`src/rtl/ecc_corr_pkg.sv`:
```
package ecc_corr_pkg;

  localparam int unsigned BYTE_W       = 8;
  localparam int unsigned CODE_BYTES   = 3;
  localparam int unsigned CODE_W       = BYTE_W * CODE_BYTES;
  localparam int unsigned TERM_PAIRS   = CODE_W / 2;
  localparam int unsigned BIT_IDX_W    = $clog2(BYTE_W);
  localparam int unsigned OFS_W        = TERM_PAIRS - BIT_IDX_W;
  localparam int unsigned SECTOR_BYTES = 1 << OFS_W;
  localparam int unsigned HIGH_TERMS   = TERM_PAIRS - BYTE_W;
  localparam int unsigned POP_W        = $clog2(CODE_W + 1);
  localparam int unsigned CORR_WEIGHT  = TERM_PAIRS;

  typedef enum logic [1:0] {
    RES_NONE   = 2'b00,
    RES_CORR   = 2'b01,
    RES_UNCORR = 2'b11
  } ecc_res_e;

  typedef enum logic [2:0] {
    ST_IDLE,
    ST_EVAL,
    ST_READ,
    ST_WRITE,
    ST_REPORT
  } ecc_st_e;

  function automatic ecc_res_e res_merge(input ecc_res_e a, input ecc_res_e b);
    if (a == RES_UNCORR || b == RES_UNCORR) return RES_UNCORR;
    if (a == RES_CORR || b == RES_CORR) return RES_CORR;
    return RES_NONE;
  endfunction

endpackage

```
`src/rtl/ecc_term_unpack.sv`:
```
module ecc_term_unpack
  import ecc_corr_pkg::*;
(
  input  logic [CODE_W-1:0] raw_i,
  output logic [CODE_W-1:0] term_o
);

  // term 2k = even term of pair k, term 2k+1 = odd term of pair k
  for (genvar k = 0; k < TERM_PAIRS; k++) begin : g_pair
    if (k < BYTE_W) begin : g_lo
      assign term_o[2*k]   = raw_i[k];
      assign term_o[2*k+1] = raw_i[BYTE_W + k];
    end else begin : g_hi
      assign term_o[2*k]   = raw_i[2*BYTE_W + (k - BYTE_W)];
      assign term_o[2*k+1] = raw_i[2*BYTE_W + HIGH_TERMS + (k - BYTE_W)];
    end
  end

endmodule

```
`src/rtl/ecc_syn_classify.sv`:
```
module ecc_syn_classify
  import ecc_corr_pkg::*;
(
  input  logic [CODE_W-1:0]    stored_term_i,
  input  logic [CODE_W-1:0]    calc_term_i,
  input  logic                 erased_i,
  output ecc_res_e             res_o,
  output logic [OFS_W-1:0]     ofs_o,
  output logic [BIT_IDX_W-1:0] bit_o
);

  logic [CODE_W-1:0]     syn;
  logic [TERM_PAIRS-1:0] odd;
  logic [POP_W-1:0]      pop;

  assign syn = stored_term_i ^ calc_term_i;

  for (genvar k = 0; k < TERM_PAIRS; k++) begin : g_odd
    assign odd[k] = syn[2*k+1];
  end

  always_comb begin
    pop = '0;
    for (int i = 0; i < CODE_W; i++) pop = pop + POP_W'(syn[i]);
  end

  always_comb begin
    if (erased_i || pop <= POP_W'(1))   res_o = RES_NONE;
    else if (pop == POP_W'(CORR_WEIGHT)) res_o = RES_CORR;
    else                                 res_o = RES_UNCORR;
  end

  assign bit_o = odd[BIT_IDX_W-1:0];
  assign ofs_o = odd[TERM_PAIRS-1:BIT_IDX_W];

endmodule

```
`src/rtl/ecc_fix_port.sv`:
```
module ecc_fix_port
  import ecc_corr_pkg::*;
#(
  parameter int unsigned SEC_W  = 2,
  parameter int unsigned ADDR_W = 11
) (
  input  logic                 rd_i,
  input  logic                 wr_i,
  input  logic [SEC_W-1:0]     sec_i,
  input  logic [OFS_W-1:0]     ofs_i,
  input  logic [BIT_IDX_W-1:0] bit_i,
  input  logic [BYTE_W-1:0]    rdata_i,
  output logic                 re_o,
  output logic                 we_o,
  output logic [ADDR_W-1:0]    addr_o,
  output logic [BYTE_W-1:0]    wdata_o
);

  assign re_o    = rd_i;
  assign we_o    = wr_i;
  assign addr_o  = (ADDR_W'(sec_i) << OFS_W) | ADDR_W'(ofs_i);
  assign wdata_o = rdata_i ^ (BYTE_W'(1) << bit_i);

endmodule

```
`src/rtl/ecc_page_corrector.sv`:
```
module ecc_page_corrector
  import ecc_corr_pkg::*;
#(
  parameter  int unsigned SECTORS = 4,
  localparam int unsigned SEC_W   = (SECTORS > 1) ? $clog2(SECTORS) : 1,
  localparam int unsigned ADDR_W  = $clog2(SECTORS * SECTOR_BYTES),
  localparam int unsigned CNT_W   = $clog2(SECTORS + 1),
  localparam int unsigned ALL_W   = SECTORS * CODE_W
) (
  input  logic                 clk_i,
  input  logic                 rst_ni,
  input  logic                 start_i,
  input  logic                 fix_en_i,
  input  logic [ALL_W-1:0]     stored_codes_i,
  input  logic [ALL_W-1:0]     calc_codes_i,
  output logic                 busy_o,
  output logic                 sec_valid_o,
  output logic [SEC_W-1:0]     sec_idx_o,
  output logic [1:0]           sec_result_o,
  output logic [OFS_W-1:0]     sec_ofs_o,
  output logic [BIT_IDX_W-1:0] sec_bit_o,
  output logic                 page_done_o,
  output logic [1:0]           page_result_o,
  output logic [CNT_W-1:0]     corr_cnt_o,
  output logic                 mem_re_o,
  output logic                 mem_we_o,
  output logic [ADDR_W-1:0]    mem_addr_o,
  output logic [BYTE_W-1:0]    mem_wdata_o,
  input  logic [BYTE_W-1:0]    mem_rdata_i
);

  ecc_st_e                state_q;
  logic [SEC_W-1:0]       sec_q;
  logic                   fix_en_q;
  logic [ALL_W-1:0]       stored_q;
  logic [ALL_W-1:0]       calc_q;
  ecc_res_e               res_q;
  ecc_res_e               page_res_q;
  logic [OFS_W-1:0]       ofs_q;
  logic [BIT_IDX_W-1:0]   bit_q;
  logic [CNT_W-1:0]       cnt_q;

  logic [CODE_W-1:0]      cur_stored, cur_calc;
  logic [CODE_W-1:0]      stored_term, calc_term;
  logic                   erased;
  ecc_res_e               cls_res;
  logic [OFS_W-1:0]       cls_ofs;
  logic [BIT_IDX_W-1:0]   cls_bit;
  logic                   last_sec;

  assign cur_stored = stored_q[sec_q*CODE_W +: CODE_W];
  assign cur_calc   = calc_q[sec_q*CODE_W +: CODE_W];
  assign erased     = (cur_stored == '1);
  assign last_sec   = (sec_q == SEC_W'(SECTORS - 1));

  ecc_term_unpack u_unpack_stored (
    .raw_i  (cur_stored),
    .term_o (stored_term)
  );

  ecc_term_unpack u_unpack_calc (
    .raw_i  (cur_calc),
    .term_o (calc_term)
  );

  ecc_syn_classify u_classify (
    .stored_term_i (stored_term),
    .calc_term_i   (calc_term),
    .erased_i      (erased),
    .res_o         (cls_res),
    .ofs_o         (cls_ofs),
    .bit_o         (cls_bit)
  );

  ecc_fix_port #(
    .SEC_W  (SEC_W),
    .ADDR_W (ADDR_W)
  ) u_fix_port (
    .rd_i    (state_q == ST_READ),
    .wr_i    (state_q == ST_WRITE),
    .sec_i   (sec_q),
    .ofs_i   (ofs_q),
    .bit_i   (bit_q),
    .rdata_i (mem_rdata_i),
    .re_o    (mem_re_o),
    .we_o    (mem_we_o),
    .addr_o  (mem_addr_o),
    .wdata_o (mem_wdata_o)
  );

  always_ff @(posedge clk_i or negedge rst_ni) begin
    if (!rst_ni) begin
      state_q    <= ST_IDLE;
      sec_q      <= '0;
      fix_en_q   <= 1'b0;
      stored_q   <= '0;
      calc_q     <= '0;
      res_q      <= RES_NONE;
      page_res_q <= RES_NONE;
      ofs_q      <= '0;
      bit_q      <= '0;
      cnt_q      <= '0;
    end else begin
      case (state_q)
        ST_IDLE: begin
          if (start_i) begin
            stored_q   <= stored_codes_i;
            calc_q     <= calc_codes_i;
            fix_en_q   <= fix_en_i;
            sec_q      <= '0;
            cnt_q      <= '0;
            page_res_q <= RES_NONE;
            state_q    <= ST_EVAL;
          end
        end
        ST_EVAL: begin
          res_q      <= cls_res;
          ofs_q      <= cls_ofs;
          bit_q      <= cls_bit;
          page_res_q <= res_merge(page_res_q, cls_res);
          if (cls_res == RES_CORR) cnt_q <= cnt_q + CNT_W'(1);
          state_q <= (cls_res == RES_CORR && fix_en_q) ? ST_READ : ST_REPORT;
        end
        ST_READ:  state_q <= ST_WRITE;
        ST_WRITE: state_q <= ST_REPORT;
        ST_REPORT: begin
          if (last_sec) begin
            state_q <= ST_IDLE;
          end else begin
            sec_q   <= sec_q + SEC_W'(1);
            state_q <= ST_EVAL;
          end
        end
        default: state_q <= ST_IDLE;
      endcase
    end
  end

  assign busy_o        = (state_q != ST_IDLE);
  assign sec_valid_o   = (state_q == ST_REPORT);
  assign page_done_o   = sec_valid_o && last_sec;
  assign sec_idx_o     = sec_q;
  assign sec_result_o  = res_q;
  assign sec_ofs_o     = ofs_q;
  assign sec_bit_o     = bit_q;
  assign page_result_o = page_res_q;
  assign corr_cnt_o    = cnt_q;

endmodule

```
`config.mk`:
```
export PLATFORM = sky130hd
export DESIGN_NAME = ecc_page_corrector
export DESIGN_NICKNAME = d
export VERILOG_FILES = /design/src/rtl/ecc_corr_pkg.sv /design/src/rtl/ecc_term_unpack.sv /design/src/rtl/ecc_syn_classify.sv /design/src/rtl/ecc_fix_port.sv /design/src/rtl/ecc_page_corrector.sv
export SDC_FILE = /design/constraint.sdc
export NUM_CORES = 1
export LEC_CHECK = 0
export ABC_AREA = 1
export ABC_CLOCK_PERIOD_IN_PS = 5500
export CORE_UTILIZATION = 47
export CTS_BUF_LIST = sky130_fd_sc_hd__clkbuf_8
export DETAILED_ROUTE_END_ITERATION = 10
export GPL_ROUTABILITY_DRIVEN = 1
export GPL_TIMING_DRIVEN = 0
export PLACE_DENSITY = 0.79
export SLEW_MARGIN = 10
export SYNTH_ARGS = -nofsm -noshare
export SYNTH_HDL_FRONTEND = slang
export SYNTH_SLANG_ARGS = --single-unit
```
`constraint.sdc`:
```
create_clock -name clk_i -period 5.5 [get_ports clk_i]
set_clock_uncertainty 0.15 [all_clocks]
set_input_delay 0.825 -clock clk_i [delete_from_list [all_inputs] [get_ports clk_i]]
set_output_delay 0.825 -clock clk_i [all_outputs]
set_load 0.02 [all_outputs]
```
## Word level (Yosys, flattened, before mapping)

Index checks and enable logic that the tools add are counted.

| word-level totals | value |
|---|---|
| register bits | 217 |
| bits of input ports | 204 |
| output and inout port bits | 45 |
| word-level logic and storage cells | 92 |

| operators by class | value |
|---|---|
| add/subtract/negate cells | 25 |
| multiply operators | 1 |
| order comparisons | 1 |
| equality and inequality tests | 14 |
| shift operators | 3 |
| muxes and demuxes | 22 |
| bitwise logic cells | 3 |
| reductions and logical operators | 13 |

Operators with widths:

| cell | count |
|---|---|
| 96-bit by 8-bit indexed part select with 24-bit output | 2 |
| 5-bit by 1-bit adder with 5-bit output | 22 |
| 24-bit equality test, second input constant | 1 |
| 24-bit bitwise XOR | 1 |
| 2-bit 2-to-1 mux | 8 |
| 3-bit one-hot mux with 5 select lines | 1 |
| 3-bit 2-to-1 mux | 4 |
| 11-bit by 9-bit bitwise OR with 11-bit output | 1 |
| 2-bit one-hot mux with 2 select lines | 2 |
| 1-bit by 3-bit << shifter with 8-bit output, first input constant | 1 |
| 8-bit bitwise XOR | 1 |
| 2-bit equality test, second input constant | 3 |
| 3-bit by 2-bit equality test with 1-bit output, second input constant | 2 |
| 1-bit 2-to-1 mux | 6 |
| 2-bit != test, second input constant | 3 |
| 3-bit one-hot mux with 2 select lines | 1 |
| 3-bit AND reduction | 2 |
| 5-bit by 4-bit equality test with 1-bit output, second input constant | 1 |
| 5-bit by 1-bit <= comparator with 1-bit output, second input constant | 1 |
| 2-bit by 1-bit equality test with 1-bit output, second input constant | 2 |
| 2-bit by 2-bit multiplier with 4-bit output, second input constant | 1 |
| 2-bit AND reduction | 2 |
| 2-bit nonzero test | 2 |
| 3-bit by 1-bit adder with 3-bit output, second input constant | 1 |
| other kinds (8) | 11 |

## Longest topological paths before layout

Gate-level depths: netlist of the first run.

| depth | value |
|---|---|
| word-level depth | 38 |
| gate-level depth with buffers | 30 |
| gate-level depth less buffers | 27 |

## By module

Synthesis of the first run repeated with hierarchy kept, for this count alone.

| second synthesis, totals | value |
|---|---|
| cells, all modules | 1493 |
| area total of the unflattened synthesis | 11431.0 µm² |

Modules (own cells, without submodules):

| module | times used | cells each | area an instance (µm²) | seq. area each (µm²) |
|---|---|---|---|---|
| ecc_page_corrector | 1 | 1280 | 9862.0 | 5430.2 |
| ecc_syn_classify | 1 | 106 | 858.3 | 0.0 |
| ecc_term_unpack | 2 | 24 | 180.2 | 0.0 |
| ecc_fix_port | 1 | 59 | 350.3 | 0.0 |

## Least setup slack after synthesis of the first run

Ideal clock, no wire load.

| timing path | value |
|---|---|
| path type | register -> register |
| start point | reg sec_q[0] (netlist: sec_idx_o[0]) |
| end point | reg cnt_q[2] (netlist: corr_cnt_o[2]) |
| library setup time | 0.117 ns |
| data arrival time | 5.765 ns |
| setup slack | -0.533 ns |
| cell stages (with the launch flop) | 28 |
| period minus slack after synthesis | 6.033 ns |
| cells stage by stage | dfrtp_1 buf_6 buf_4 buf_2 buf_2 o21ai_0 o22ai_1 xnor2_1 ha_1 inv_1 fa_1 fa_1 inv_1 fa_1 fa_1 fa_1 fa_1 inv_1 fa_1 nor2_1 nor2_1 o21ai_0 nor2_1 nand2_1 nor2_1 nand4_2 nand3_1 nand2_1 |

| between the ends | value |
|---|---|
| word-level cells in the longest chain between the ends | 32 |
| elaborated cells between the ends (all ways) | 36 |
| those cells by class | 23 x add/sub; 1 x mul; 1 x order compare; 4 x eq/ne; 2 x shift; 2 x mux; 1 x bitwise; 2 x reduce/logical |

Ends and longest elaborated chain:

| what | RTL line | text |
|---|---|---|
| start, declared | ecc_page_corrector.sv:33 | `logic [SEC_W-1:0] sec_q;` |
| start signal, assigned | ecc_page_corrector.sv:130 | `sec_q <= sec_q + SEC_W'(1);` |
| 2-bit by 2-bit multiplier with 4-bit output (*) | ecc_page_corrector.sv:51, ecc_page_corrector.sv:52 |  |
| 96-bit by 8-bit indexed part select with 24-bit output, on equally long branches | ecc_page_corrector.sv:51, ecc_page_corrector.sv:52 |  |
| 24-bit bitwise XOR | ecc_syn_classify.sv:16 | `assign syn = stored_term_i ^ calc_term_i;` |
| 1-bit by 1-bit adder with 2-bit output | ecc_syn_classify.sv:24 | `for (int i = 0; i < CODE_W; i++) pop = pop + POP_W'(syn[i]);` |
| 5-bit by 1-bit adder with 5-bit output (22 in a row) | ecc_syn_classify.sv:24 |  |
| 5-bit by 1-bit <= comparator with 1-bit output / 5-bit by 4-bit equality test with 1-bit output (equally long branches) | ecc_syn_classify.sv:28, ecc_syn_classify.sv:29 |  |
| 1-bit logical OR / 2-bit 2-to-1 mux (equally long branches) | ecc_syn_classify.sv:28, ecc_syn_classify.sv:29 |  |
| 2-bit 2-to-1 mux (*) | ecc_syn_classify.sv:28 | `if (erased_i \|\| pop <= POP_W'(1)) res_o = RES_NONE;` |
| 2-bit by 1-bit equality test with 1-bit output (*) | ecc_page_corrector.sv:121 | `if (cls_res == RES_CORR) cnt_q <= cnt_q + CNT_W'(1);` |
| 2-bit != test (no line) (*) | - |  |
| 3-bit AND reduction (no line) (*) | - |  |
| end signal, assigned | ecc_page_corrector.sv:121 |  |
| end, declared | ecc_page_corrector.sv:41 | `logic [CNT_W-1:0] cnt_q;` |

Every way passes the cells marked *; elsewhere a longest branch is shown, timed or not.
A chain may end at the register's enable or synchronous reset.

## Worst setup path after layout of the first run

| timing path | value |
|---|---|
| start point | reg sec_q[0] (netlist: sec_idx_o[0]) |
| end point | reg res_q[1] (netlist: sec_result_o[1]) |

| between the ends | value |
|---|---|
| word-level cells in the longest chain between the ends | 29 |
| elaborated cells between the ends (all ways) | 33 |
| those cells by class | 23 x add/sub; 1 x mul; 1 x order compare; 2 x eq/ne; 2 x shift; 2 x mux; 1 x bitwise; 1 x reduce/logical |

Ends and longest elaborated chain:

| what | RTL line | text |
|---|---|---|
| 2-bit by 2-bit multiplier with 4-bit output (*) | ecc_page_corrector.sv:51, ecc_page_corrector.sv:52 |  |
| 96-bit by 8-bit indexed part select with 24-bit output, on equally long branches | ecc_page_corrector.sv:51, ecc_page_corrector.sv:52 |  |
| 24-bit bitwise XOR | ecc_syn_classify.sv:16 |  |
| 1-bit by 1-bit adder with 2-bit output | ecc_syn_classify.sv:24 |  |
| 5-bit by 1-bit adder with 5-bit output (22 in a row) | ecc_syn_classify.sv:24 |  |
| 5-bit by 1-bit <= comparator with 1-bit output / 5-bit by 4-bit equality test with 1-bit output (equally long branches) | ecc_syn_classify.sv:28, ecc_syn_classify.sv:29 |  |
| 1-bit logical OR / 2-bit 2-to-1 mux (equally long branches) | ecc_syn_classify.sv:28, ecc_syn_classify.sv:29 |  |
| 2-bit 2-to-1 mux (*) | ecc_syn_classify.sv:28 |  |
| end signal, assigned | ecc_page_corrector.sv:117 | `res_q <= cls_res;` |
| end, declared | ecc_page_corrector.sv:37 | `ecc_res_e res_q;` |

Marks and branches as above.

==> metrics.txt, run 1 <==
layout cells sized above 1 0.0920; GPL Wtd Cong about 0.91; CP Capture Type flop; Reg2Reg Setup Slack -0.61 ns; top-area cell type share of the netlist area 0.504; worst slew pin tran 0.931 ns; die area between 0.02 and 0.025 sq mm; Post-CTS Hold Buffers 0; Critical Path Max Stage Delay 0.54 ns; most common cell in the netlist nand2_1; crit path DAT 6.44 ns; placed cells 1929; startpoint types flop; total number of vias approximately 11000; Mapped Nets 1625; Clock Latency Late Sink 0.55 ns; Num CTS Buffers 37; Nets 1932; final hold violation count 0; Seq cells post-synth between 200 and 250; critical path's top delay family adder cells; WL final 34600 microns; Post-synth EDFFs 0; Tightest Hold Check Type input port to async pin; min cycle time layout approximately 6 ns; die width 153 microns; count of different cell masters after synthesis 27; Synth top cells by count nand2_1 (757), dfrtp_1 (217), nor2_1 (78); Final setup viols 9; GRT Max-Usage Layer met2; row cnt 55; area leader, netlist dfrtp_1; main flop type after synthesis dfrtp_1; wire length per cell 17.2 microns; R2R cell count 23; run status finished, violations left; Vias/cell about 5.3; final worst slack -0.612 ns; post-route insts no fill 2014; fmax 164 MHz; initial antenna violation count 0; met3 Usage GRT 0.0525; logic depth of the worst path, buffers included 23; area delta synth->final 37.5%; failing checks setup timing; Clock Pin Slew Worst Setup and Hold Paths roughly 0.060 ns; largest net degree at the start of global routing 117; # IOs 249; Synth Warn # 0; reg2reg start sec_idx_o[0]$_DFFE_PN0P_; GRT Total Usage 0.299; first-pass GRT wire length 54100 microns; Post-route DRC 0; GRT Residual Overflow 0; Buffers & Inverters on Critical Path 7; CTS tree done; Setup CP Type flop to flop; Port-buffer cells about 250; Final Max Tran Viols 0; number of H-tree levels 2; Crit. Startpoint sec_idx_o[0]$_DFFE_PN0P_; Core ar. 0.0226 sq mm; R2R Path End sec_result_o[1]$_DFFE_PN0P_; CP max FO 10; Seq/Total Area, Yosys 0.504; met2 Use GR 0.474; Worst path slowest cell dfrtp_2; Rel. slew slack 0.379; CP dominant cell by count fa_1; Die H 153 microns; synth top area cells dfrtp_1 (50%), nand2_1 (26%), fa_1 (3.2%); DP Wirelength about 26000 microns; Starting Density 0.478; crit-path cells clkinv_8, buf_8, buf_8, buf_4, o21ai_0, o22ai_2, xor2_1, fa_1, inv_1, fa_1, fa_1, fa_1, fa_1, fa_2, inv_2, fa_2, o21ai_2, nor2_2, buf_4, nand3_4, nand3_2, or2_1, nand2_1; DRT Pass-1 Iters 5; cell count after synthesis 1395; clock sink total roughly 220; met1 Use GR 0.400; vias in the first global route 10300; Max-Cap Viols 0; Root Driver clkbuf_8; FILL cells 1844; final worst path period share 1.11; n_diodes 0; synthesized area per cell 7.73 sq um; post-route ant nets 0; ys async rst share 1.00; RSZ-0062 raised after global routing true; Starting DRT DRC Count 1059; maximum clock path buffer count 3; Mapped Area between 0.01 and 0.015 sq mm; CP required a little under 6 ns
==> kinds of logic after synthesis <==
| logic type | after synthesis | share of synthesized area |
|---|---|---|
| AND/OR/NAND/NOR | 903 | 0.324 |
| AO/OA/AOI/OAI | 85 | 0.0427 |
| adder cells (fa/ha/maj) | 26 | 0.0420 |
| flip-flops | 217 | 0.504 |
| buffers and inverters | 129 | 0.0589 |
| XOR/XNOR | 35 | 0.0284 |
==> metal layers <==
| metal | routed length (microns) | share of wire | vias up |
|---|---|---|---|
| met5 | 0 | 0 | - |
| met2 | 15800 | 0.46 | 619 |
| met1 | 13900 | 0.40 | 4985 |
| li1 | - | - | 4926 |
| met4 | 1600 | 0.046 | 0 |
| met3 | 3290 | 0.095 | 112 |
==> state kept, by name, summed over array words and instances (netlist names) <==
signal,count
calc_q,96
stored_q,96
sec_ofs_o,9
corr_cnt_o,3
sec_bit_o,3
state_q,3
page_result_o,2
sec_idx_o,2
sec_result_o,2
fix_en_q,1
==> cell type report <==
type / instances / area [sq um] / area share
Sequential cell: 217 / 5430 / 0.367
Multi-Input combinational cell: 1049 / 4860 / 0.328
Timing Repair Buffer: 269 / 2700 / 0.182
Clock buffer: 46 / 633 / 0.0427
Buffer: 86 / 544 / 0.0367
Tap cell: 285 / 357 / 0.0241
Inverter: 42 / 170 / 0.0115
Clock inverter: 20 / 118 / 0.00794
==> worst max-delay path by stage <==
stage | to | slack (ns)
2_1_floorplan | corr_cnt_o[2]$_DFFE_PN0P_ | -0.32
3_3_place_gp | sec_idx_o[0]$_DFFE_PN0P_ | -6.23
3_5_place_dp | corr_cnt_o[1]$_DFFE_PN0P_ | -1.21
4_1_cts | corr_cnt_o[1]$_DFFE_PN0P_ | -0.54
5_1_grt | page_result_o[1]$_DFFE_PN0P_ | -0.75
6_report | sec_result_o[1]$_DFFE_PN0P_ | -0.61
==> placed cells by master (no fill, tap or decap), types with 2 or more instances in the layout <==
master,instances
nand3_2,4
buf_4,33
o22ai_2,9
nand2_1,756
inv_2,3
o22ai_1,15
nor2_2,5
buf_8,6
nor2_1,72
buf_12,2
xnor2_1,24
inv_1,48
buf_2,13
dfrtp_1,215
a21oi_1,3
clkdlybuf4s50_1,247
buf_6,11
dfrtp_2,2
clkbuf_8,46
o21ai_0,45
clkbuf_1,34
buf_1,6
ha_1,9
nand3_1,60
clkinv_2,6
nor2_4,2
fa_1,15
xor2_1,10
o21ai_1,7
o21ai_2,3
fa_2,2
==> per-stage QoR <==
stage                      util  instance area (sq um)  hold WS, ns  setup TNS, ns  setup slack [ns]
final                     0.657                  14800        0.137          -5.04            -0.612
after global routing      0.657                  14800        0.208          -6.25            -0.754
after CTS                 0.653                  14700        0.211          -4.50            -0.544
after detailed placement  0.607                  13700        0.310          -9.77             -1.21
after global placement    0.606                  13700        0.308       -1185.68             -6.23
after floorplan               -                  10800        0.294          -2.15            -0.322
==> what timing repair did <==
item | in CTS | in global routing
pin swaps | 9 | 4
setup endpoints to repair | 9 | 9
gates resized for setup | 38 | 22
setup buffers | 15 | 4
cloned | 0 | 1
hold endpoints to repair | 0 | 0
==> worst register-to-register path, cell delays in order (launching register included) <==
cell	delay, ns
dfrtp_2	0.54
clkinv_8	0.08
buf_8	0.13
buf_8	0.13
buf_4	0.18
o21ai_0	0.25
o22ai_2	0.18
xor2_1	0.21
fa_1	0.54
inv_1	0.06
fa_1	0.45
fa_1	0.54
fa_1	0.44
fa_1	0.50
fa_2	0.38
inv_2	0.06
fa_2	0.44
o21ai_2	0.08
nor2_2	0.05
buf_4	0.13
nand3_4	0.10
nand3_2	0.08
or2_1	0.27
nand2_1	0.06
Power of run 1 is not shown: default switching activity piles up to over one toggle a cycle in this logic, so the estimate is an artifact.
==> run 2, diff against run 1 <==
HOLD_SLACK_MARGIN = 0.02   (was unset)
PLACE_DENSITY = 0.88   (was 0.79)
SKIP_CTS_REPAIR_TIMING = 1   (was unset)
==> metrics.txt, run 2 (same netlist as run 1, synthesis figures left out) <==
fmax 163 MHz; critical path's top delay family adder cells; Tightest Hold Check Type input port to async pin; Core ar. about 0.023 sq mm; Vias/cell between 5 and 6; n_diodes 0; WL final approximately 35000 microns; run status finished, violations left; Port-buffer cells 248; GPL Wtd Cong 0.920; largest net degree at the start of global routing 92; RSZ-0062 raised after global routing true; post-layout util 0.657; DP Area around 0.014 sq mm; vias in the first global route approximately 10000; Min Hold Slack 0.0797 ns; CTS tree done; CP Capture Type flop; maximum clock path buffer count 3; final instance area about 0.015 sq mm; die area 0.0235 sq mm; total number of vias 10600; DP Wirelength 26500 microns; Nets 1930; Clock Pin Slew Worst Setup and Hold Paths 0.06 ns; post-route ant nets 0; Worst path slowest cell fa_1; startpoint types flop; # IOs 249; layout cells sized above 1 0.0930; first-pass GRT wire length 53000 microns; GRT Total Usage 0.296; number of H-tree levels 2; Starting Density 0.478; commonest non-fill, non-tap cell in the layout nand2_1; Final setup viols 9; area delta synth->final 37.6%; Rel. slew slack 0.347; Fin Setup TNS -4.98 ns; Die H 153 microns; Critical Path Max Stage Delay ~0.54 ns; Setup CP Type flop to flop; Clock Latency Late Sink between 0.5 and 0.6 ns; Final Max Tran Viols 0; CP required 5.80 ns; highest-count cells in the layout ignoring fill and taps nand2_1 (755), clkdlybuf4s50_1 (247), dfrtp_1 (215), nor2_1 (73), nand3_1 (59); GRT Residual Overflow 0; Max-Cap Viols 0; min cycle time layout 6.15 ns; final worst slack -0.647 ns; wire length per cell 17.7 microns; failing checks setup timing; worst slew pin tran slightly below 1 ns; clock sink total 217; CP dominant cell by count fa_1; DRT Pass-1 Iters 5; final hold violation count 0; CP max FO 8; initial antenna violation count 0; Starting DRT DRC Count a little under 1000; Num CTS Buffers 35; crit path DAT 6.45 ns; Root Driver clkbuf_8; row cnt 55; final worst path period share 1.12; Buffers & Inverters on Critical Path 9; die width ~150 microns; Post-route DRC 0
-- run 2: cell count changes in the layout (fill, tap and decap cells not counted), sizes merged --
| cell | previous run | this run |
|---|---|---|
| clkinv | 9 | 6 |
| inv | 51 | 47 |
| clkbuf | 82 | 86 |
| buf | 72 | 67 |
-- run 2: worst paths after layout --
path	from	slack [ns]	to	cells after the start
max in group asynchronous	rst_ni	4.00	stored_q[84]$_DFFE_PN0P_	3
worst min-delay path	rst_ni	0.08	sec_ofs_o[6]$_DFFE_PN0P_	1
worst max-delay path	sec_idx_o[0]$_DFFE_PN0P_	-0.65	corr_cnt_o[0]$_DFFE_PN0P_	27
min in group clk_i	stored_q[48]$_DFFE_PN0P_	0.33	stored_q[48]$_DFFE_PN0P_	2
worst min register to register	stored_q[48]$_DFFE_PN0P_	0.33	stored_q[48]$_DFFE_PN0P_	2
worst max register to register	sec_idx_o[0]$_DFFE_PN0P_	-0.65	corr_cnt_o[0]$_DFFE_PN0P_	27
-- run 2: stage by stage --
| stage | cells | worst slack [ns] |
|---|---|---|
| floorplan | 1395 | -0.322 |
| global placement | 1928 | -6.02 |
| detailed placement | 1930 | -1.16 |
| CTS | 1988 | -1.17 |
| global route | 2006 | -0.877 |
| finish | 2006 | -0.647 |
-- run 2: area by class of cell --
cell class                      count  area, sq um
Fill cell                        1802         7740
Inverter                           42          165
Multi-Input combinational cell   1049         4890
Tap cell                          285          357
Clock inverter                     13         85.1
Buffer                             87          573
Timing Repair Buffer              268         2710
Sequential cell                   217         5430
Clock buffer                       45          619
-- run 2: layer usage --
| metal | share of wire | global-route usage | vias to the layer above |
|---|---|---|---|
| met1 | 0.39 | 0.381 | 4959 |
| met5 | 0 | 0 | - |
| met3 | 0.091 | 0.0561 | 122 |
| met4 | 0.049 | 0.149 | 0 |
| met2 | 0.47 | 0.480 | 580 |
| li1 | - | - | 4897 |
Power of run 2 is left out for the same reason.
==> run 3, diff against run 2 <==
GPL_ROUTABILITY_DRIVEN = 0   (was 1)
==> metrics.txt, run 3 (same netlist as run 1, synthesis figures left out) <==
run status finished, violations left; failing checks setup timing; total number of vias 10700; Rel. slew slack 0.336; Num CTS Buffers 35; maximum clock path buffer count 3; Setup CP Type flop to flop; Port-buffer cells around 250; CP Capture Type flop; Final Max Tran Viols 0; n_diodes 0; number of H-tree levels 2; Clock Latency Late Sink about 0.54 ns; CTS tree done; first-pass GRT wire length roughly 53000 microns; die width 153 microns; GRT Residual Overflow 0; WL final about 35000 microns; Buffers & Inverters on Critical Path 7; row cnt 55; Reg2Reg Setup Slack -0.62 ns; layout cells sized above 1 0.0890; wire length per cell 17.3 microns; DRT Pass-1 Iters 6; Die H 153 microns; R2R Path End corr_cnt_o[0]$_DFFE_PN0P_; vias in the first global route 10400; RSZ-0062 raised after global routing true; final worst slack -0.615 ns; post-route ant nets 0; Tightest Hold Check Type input port to async pin; Fin Setup TNS -4.65 ns; Worst path slowest cell fa_1; Clock Pin Slew Worst Setup and Hold Paths around 0.07 ns; die area around 0.024 sq mm; crit path to corr_cnt_o[0]$_DFFE_PN0P_; area delta synth->final 37.3%; GRT Total Usage 0.293; uppermost layer routed met4; Nets 1927; Starting DRT DRC Count 1209; critical path's top delay family adder cells; # IOs 249; commonest non-fill, non-tap cell in the layout nand2_1; clock sink total roughly 220; Final setup viols 9; R2R cell count 27; Crit. Startpoint sec_idx_o[0]$_DFFE_PN0P_; highest-count cells in the layout ignoring fill and taps nand2_1 (754), clkdlybuf4s50_1 (247), dfrtp_1 (215), nor2_1 (72), nand3_1 (59); Root Driver clkbuf_8; CP required 5.77 ns; worst slew pin tran around 1.0 ns; met3 WL post-DR 3670 microns; largest net degree at the start of global routing roughly 120; CP max FO 8; logic depth of the worst path, buffers included 27; Critical Path Max Stage Delay 0.54 ns; met2 WL ~16000 microns; Vias/cell about 5.3; CP dominant cell by count fa_1; Max-Cap Viols 0; crit path DAT 6.38 ns; DP Wirelength approximately 26000 microns; initial antenna violation count 0; final worst path period share 1.11; min cycle time layout 6.12 ns; Post-route DRC 0; startpoint types flop; final hold violation count 0; met1 WL 13100 microns; reg2reg start sec_idx_o[0]$_DFFE_PN0P_; Core ar. 0.0226 sq mm; Starting Density 0.478; fmax 164 MHz
==> run 3: cell count changes in the layout (fill, tap and decap cells not counted), sizes merged <==
cell	delta
buf	-3
bufinv	+2
clkbuf	-3
clkinv	-2
clkinvlp	+2
inv	+3
==> run 3: per-stage QoR <==
step                setup WS, ns   util  instance area (sq um)  instances  hold WS, ns
global placement           -5.99  0.606                  13700       1928        0.308
CTS                        -1.21  0.640                  14400       1989        0.211
finish                    -0.615  0.656                  14800       2005        0.178
global route              -0.866  0.656                  14800       2005        0.232
floorplan                 -0.322      -                  10800       1395        0.294
detailed placement         -1.16  0.607                  13700       1929        0.311
==> run 3: worst register-to-register path: stages (launching register included) <==
cell and delay (ns):
dfrtp_2 0.43, buf_8 0.15, buf_8 0.14, buf_8 0.12
buf_8 0.12, o21ai_4 0.14, o22ai_2 0.13, xnor2_1 0.15
ha_1 0.30, inv_2 0.04, fa_1 0.49, fa_1 0.52
inv_1 0.05, fa_1 0.54, fa_1 0.45, fa_1 0.48
fa_2 0.37, inv_2 0.06, fa_2 0.23, nor2_2 0.05
nor2_1 0.11, o21ai_2 0.08, nor2_4 0.12, nand2_2 0.08
nor2_4 0.18, nand4_4 0.15, nand3_2 0.13, nand2_2 0.06
==> run 3: area by class of cell <==
cell class	count	area (sq um)
Fill cell	1713	7770
Clock inverter	18	161
Timing Repair Buffer	265	2670
Tap cell	285	357
Buffer	87	568
Clock buffer	42	578
Inverter	42	165
Multi-Input combinational cell	1049	4860
Sequential cell	217	5430
==> run 3: how the worst min path moves through the flow <==
stage                        endpoint  slack, ns  depth (start not counted)                    from
2_1_floorplan  calc_q[49]$_DFFE_PN0P_       0.29                          2  calc_q[49]$_DFFE_PN0P_
3_3_place_gp   calc_q[41]$_DFFE_PN0P_       0.31                          2  calc_q[41]$_DFFE_PN0P_
3_5_place_dp   calc_q[30]$_DFFE_PN0P_       0.31                          2  calc_q[30]$_DFFE_PN0P_
4_1_cts        calc_q[92]$_DFFE_PN0P_       0.21                          1                  rst_ni
5_1_grt        calc_q[92]$_DFFE_PN0P_       0.23                          1                  rst_ni
6_report       calc_q[92]$_DFFE_PN0P_       0.18                          1                  rst_ni
==> run 3: per-layer routing <==
metal  global-route usage  vias to the layer above
met1                0.376                     4955
met4                0.162                        0
met5                    0                        -
met3               0.0629                      145
li1                     -                     4905
met2                0.465                      685
Power of run 3 is left out for the same reason.
